## config.mk

```make
export PLATFORM = sky130hd
export DESIGN_NAME = alu8_unit
export DESIGN_NICKNAME = d
export VERILOG_FILES = /design/src/rtl/alu8_pkg.sv /design/src/rtl/alu8_arith.sv /design/src/rtl/alu8_logic.sv /design/src/rtl/alu8_unit.sv
export SDC_FILE = /design/constraint.sdc
export NUM_CORES = 1
export LEC_CHECK = 0
export BUFFER_PORTS_ARGS = -buffer_cell sky130_fd_sc_hd__buf_2
export CORE_MARGIN = 4
export CORE_UTILIZATION = 62
export DETAILED_ROUTE_END_ITERATION = 6
export MAX_ROUTING_LAYER = met4
export PLACE_DENSITY = 0.91
export SLEW_MARGIN = 0
export SYNTH_ARGS = -nofsm -noshare
export SYNTH_HDL_FRONTEND = slang
export SYNTH_SLANG_ARGS = --single-unit
```

## constraint.sdc

```tcl
create_clock -name vclk -period 4.95
set_clock_uncertainty 0.15 [all_clocks]
set_input_delay 0.495 -clock vclk [all_inputs]
set_output_delay 0.495 -clock vclk [all_outputs]
set_load 0.01 [all_outputs]
```

## src/rtl/alu8_pkg.sv

```systemverilog
package alu8_pkg;
  localparam int DATA_W   = 8;
  localparam int HALF_BIT = 4;
  localparam int Y_BIT    = 5;
  localparam int X_BIT    = 3;

  typedef enum logic [2:0] {
    OP_ADD = 3'd0,
    OP_ADC = 3'd1,
    OP_SUB = 3'd2,
    OP_SBC = 3'd3,
    OP_AND = 3'd4,
    OP_XOR = 3'd5,
    OP_OR  = 3'd6,
    OP_CP  = 3'd7
  } alu_op_e;

  // bit order is consumed by the flag register: s z y h x pv n c
  typedef struct packed {
    logic s;
    logic z;
    logic y;
    logic h;
    logic x;
    logic pv;
    logic n;
    logic c;
  } alu_flags_t;
endpackage

```

## src/rtl/alu8_arith.sv

```systemverilog
module alu8_arith
  import alu8_pkg::*;
#(
  parameter int DW = DATA_W
) (
  input  logic [DW-1:0] x_i,
  input  logic [DW-1:0] y_i,
  input  logic          cin_i,
  input  logic          use_cin_i,
  input  logic          sub_i,
  output logic [DW-1:0] z_o,
  output logic          carry_o,
  output logic          ovf_o,
  output logic          half_o
);
  localparam int MSB = DW - 1;

  logic          c_eff;
  logic [DW:0]   wide;
  logic [DW-1:0] diff_xz;

  assign c_eff = cin_i & use_cin_i;

  always_comb begin
    if (sub_i) wide = {1'b0, x_i} - {1'b0, y_i} - (DW+1)'(c_eff);
    else       wide = {1'b0, x_i} + {1'b0, y_i} + (DW+1)'(c_eff);
  end

  assign z_o     = wide[DW-1:0];
  assign carry_o = wide[DW];
  assign diff_xz = x_i ^ z_o;

  // subtract overflows when operand signs differ, add when they match
  always_comb begin
    if (sub_i) ovf_o = (x_i[MSB] ^ y_i[MSB]) & diff_xz[MSB];
    else       ovf_o = ~(x_i[MSB] ^ y_i[MSB]) & diff_xz[MSB];
  end

  assign half_o = x_i[HALF_BIT] ^ y_i[HALF_BIT] ^ z_o[HALF_BIT];
endmodule

```

## src/rtl/alu8_logic.sv

```systemverilog
module alu8_logic
  import alu8_pkg::*;
#(
  parameter int DW = DATA_W
) (
  input  logic [DW-1:0] x_i,
  input  logic [DW-1:0] y_i,
  input  logic [1:0]    sel_i,   // 00 and, 01 xor, 10 or
  output logic [DW-1:0] z_o,
  output logic          half_o,
  output logic          par_o
);
  for (genvar i = 0; i < DW; i++) begin : g_bit
    always_comb begin
      unique case (sel_i)
        2'b01:   z_o[i] = x_i[i] ^ y_i[i];
        2'b10:   z_o[i] = x_i[i] | y_i[i];
        default: z_o[i] = x_i[i] & y_i[i];
      endcase
    end
  end

  assign half_o = (sel_i == 2'b00);
  assign par_o  = ~(^z_o);
endmodule

```

## src/rtl/alu8_unit.sv

```systemverilog
module alu8_unit
  import alu8_pkg::*;
(
  input  logic [7:0] a_i,
  input  logic [7:0] b_i,
  input  logic       carry_i,
  input  logic [2:0] op_i,
  output logic [7:0] res_o,
  output logic [7:0] flags_o,
  output logic       wr_en_o
);
  localparam int DW = DATA_W;

  alu_op_e    op;
  logic       is_logic;
  logic       is_sub;
  logic       use_cin;

  logic [DW-1:0] ar_z;
  logic          ar_c, ar_v, ar_h;
  logic [DW-1:0] lg_z;
  logic          lg_h, lg_p;

  logic [DW-1:0] z;
  alu_flags_t    fl;

  assign op       = alu_op_e'(op_i);
  assign is_logic = (op == OP_AND) || (op == OP_XOR) || (op == OP_OR);
  assign is_sub   = (op == OP_SUB) || (op == OP_SBC) || (op == OP_CP);
  assign use_cin  = (op == OP_ADC) || (op == OP_SBC);

  alu8_arith #(.DW(DW)) u_arith (
    .x_i      (a_i),
    .y_i      (b_i),
    .cin_i    (carry_i),
    .use_cin_i(use_cin),
    .sub_i    (is_sub),
    .z_o      (ar_z),
    .carry_o  (ar_c),
    .ovf_o    (ar_v),
    .half_o   (ar_h)
  );

  alu8_logic #(.DW(DW)) u_logic (
    .x_i   (a_i),
    .y_i   (b_i),
    .sel_i (op_i[1:0]),
    .z_o   (lg_z),
    .half_o(lg_h),
    .par_o (lg_p)
  );

  always_comb begin
    z     = is_logic ? lg_z : ar_z;
    fl.s  = z[DW-1];
    fl.z  = (z == '0);
    fl.y  = z[Y_BIT];
    fl.h  = is_logic ? lg_h : ar_h;
    fl.x  = z[X_BIT];
    fl.pv = is_logic ? lg_p : ar_v;
    fl.n  = is_sub;
    fl.c  = is_logic ? 1'b0 : ar_c;
  end

  assign res_o   = z;
  assign flags_o = fl;
  assign wr_en_o = (op != OP_CP);

  always_comb begin
    AST_CP_NO_WRITE: assert (!(op_i == 3'd7 && wr_en_o));
    AST_N_FOLLOWS_SUB: assert (flags_o[1] == (op_i == 3'd2 || op_i == 3'd3 || op_i == 3'd7));
    AST_LOGIC_NO_CARRY: assert (!(is_logic && flags_o[0]));
    AST_ZERO_FLAG: assert (flags_o[6] == (res_o == 8'h00));
    AST_XY_COPY: assert (flags_o[5] == res_o[5] && flags_o[3] == res_o[3]);
    AST_AND_HALF: assert (!(op_i == 3'd4 && !flags_o[4]));
  end
endmodule

```

==> run metrics <==
initial antenna violation count 0; max incr delay on CP between 0.5 and 0.6 ns; Synth area leader ha_1; Final min period 4.070 ns; synth unique cells 39; arrival time at the worst endpoint roughly 3.4 ns; Synthesized Nets between 200 and 300; WS Path Type input pin to output port; Post-CTS Hold Buffers 0; GRT Overall Usage 0.2208; postcts setup bufs 0; Max FO, Critical Path 10; router iterations before antenna repair 6; Worst Tran Pin Value ~0.54 ns; FF+latch count 0; worst vdd ir approximately 120 uV; setup ws final between 0.8 and 0.9 ns; Syn Area/Cell a little under 7 um2; metal3 WL 272 um; vias in the first global route about 1400; Slew HR 0.6386; top cells by area, synth ha_1 (28%), inv_1 (8.5%), xnor2_1 (8.5%); final slew viol count 0; Max Freq ~250 MHz; status completed; CP cell instances buf_2, inv_1, ha_1, o211ai_1, fa_1, inv_1, ha_1, o2111ai_1, o211ai_1, a31oi_1, xnor2_1, nand2_1, a21oi_2, and4b_1, buf_2; Nets 308; synthesized area approximately 1500 um2; P&R area growth vs syn 9.732%; DP HPWL 3.033 mm; DR WL/cell ~13 um; # clk buffers 0; I/O pin cnt 37; Crit-path slowest cell fa_1; placed cell areas about 1700 um2; Register Area 0 um2; layout cells sized above 1 0.1895; Initial DRC Count slightly above 90; Final Instance Area roughly 1700 um2; Hold Crit Class input pin to output port; CTS resizes 0; # diodes 0; antenna viol nets, final 0; Synth Warn # 0; ratio of total power to cell area 167.0 nW/um2; Gate Count Post-Synth ~220; Initial Utilization 0.6716; vias post-DR roughly 1600; GRT overflow 0; final setup fails 0; top-area cell type share of the netlist area 0.2758; top routing layer in use met4; largest net degree at the start of global routing 17; PortBufs 37; first-pass GRT wire length between 6 and 7 mm; post-DR vias/cell around 5.7; pre-CTS setup slack just over 0.9 ns; WL met1 1.632 mm; Hold Vio Cnt, Final 0; RSZ-0062 raised after global routing false; Core Area around 2300 um2; final WL approximately 3.6 mm; Seq/Total Area, Yosys 0; Placer Congestion between 0.8 and 0.9; drt drc 0; Worst setup EP type output port; Worst setup SP type input pin; Max-cap violations 0; static leakage between 0.8 and 0.9 nW; Sum Neg Setup Slack 0 ns; met2 WL between 1.5 and 2 mm; die width between 50 and 60 um; Crit path required time about 4.3 ns; Core Rows 17; Final Cycle Share 0.8223; DIE HEIGHT ~58 um; area of the die ~3400 um2
==> metal layers <==
layer,vias to the layer above,global-route usage
met5,-,-
met4,0,0.02318
met3,2,0.006682
met2,65,0.3629
met1,702,0.3100
li1,794,-
==> path summary, 6_finish.rpt <==
path | from | to | depth (start not counted)
min | op_i[2] | wr_en_o | 3
max | op_i[1] | flags_o[6] | 15
==> through the flow <==
stage / hold slack (ns) / utilization / power, W / instances
finish: 1.147 / 0.7369 / 0.0002828 / 276
global route: 1.176 / 0.7369 / 0.0003116 / 276
CTS: 1.151 / 0.7369 / 0.0002794 / 276
detailed placement: 1.151 / 0.7369 / 0.0002781 / 276
global placement: 1.140 / 0.7369 / 0.0002721 / 276
floorplan: 0.9114 / - / 0.0002144 / 222
==> where the power goes <==
part | switching, W | internal [W] | total (W)
combinational | 0.000162 | 0.000121 | 0.000283
clock | 0 | 0 | 0
sequential | 0 | 0 | 0
==> kinds of logic after synthesis <==
logic type                 Yosys count  synth area share
and+or+nand+nor                     53            0.1517
muxes                                1          0.006488
xor gates and xnor gates            21            0.1192
AOI/OAI and AO/OA                   61            0.2595
buffers and inverters               48            0.1354
adders and majority gates           38            0.3277
==> synth_stat cells (2+ instances only) <==
cell type,count
a21oi_1,19
a21o_1,2
a22oi_1,11
o211ai_1,2
nand2_1,13
o21ai_0,9
xor2_1,6
nand2b_1,2
buf_2,5
fa_1,4
buf_4,6
inv_1,35
a21oi_2,3
nor2_1,25
inv_2,2
nor3_1,5
ha_1,34
a31oi_1,2
a211oi_1,2
nor2b_1,2
xnor2_1,15
==> critical path: cells and delay by family <==
family	cells	cell delay (ns)
compound gates	5	0.90
xor+xnor	1	0.18
fa+ha+maj	3	1.14
buf+inv	4	0.39
simple gates	2	0.30
==> final cells by class <==
type / instances / area, um2
Multi-Input combinational cell: 174 / 1334
Inverter: 37 / 138.9
Fill cell: 198 / 604.3
Timing Repair Buffer: 37 / 185.2
Tap cell: 28 / 35.03
==> layout by cell type (no fill, tap or decap), drive strengths merged, types with 2 or more instances in the layout <==
cell type  netlist  routed
buf             11      37
inv             37      37
ha              34      34
nor2            26      26
a21oi           22      22
xnor2           15      15
nand2           13      13
a22oi           11      11
o21ai           11      11
xor2             6       6
nor3             5       5
fa               4       4
a211oi           3       3
o211ai           2       2
nand2b           2       2
a21o             2       2
a31oi            2       2
nor2b            2       2
or2              2       2
Power figures use the tool's default switching activity.
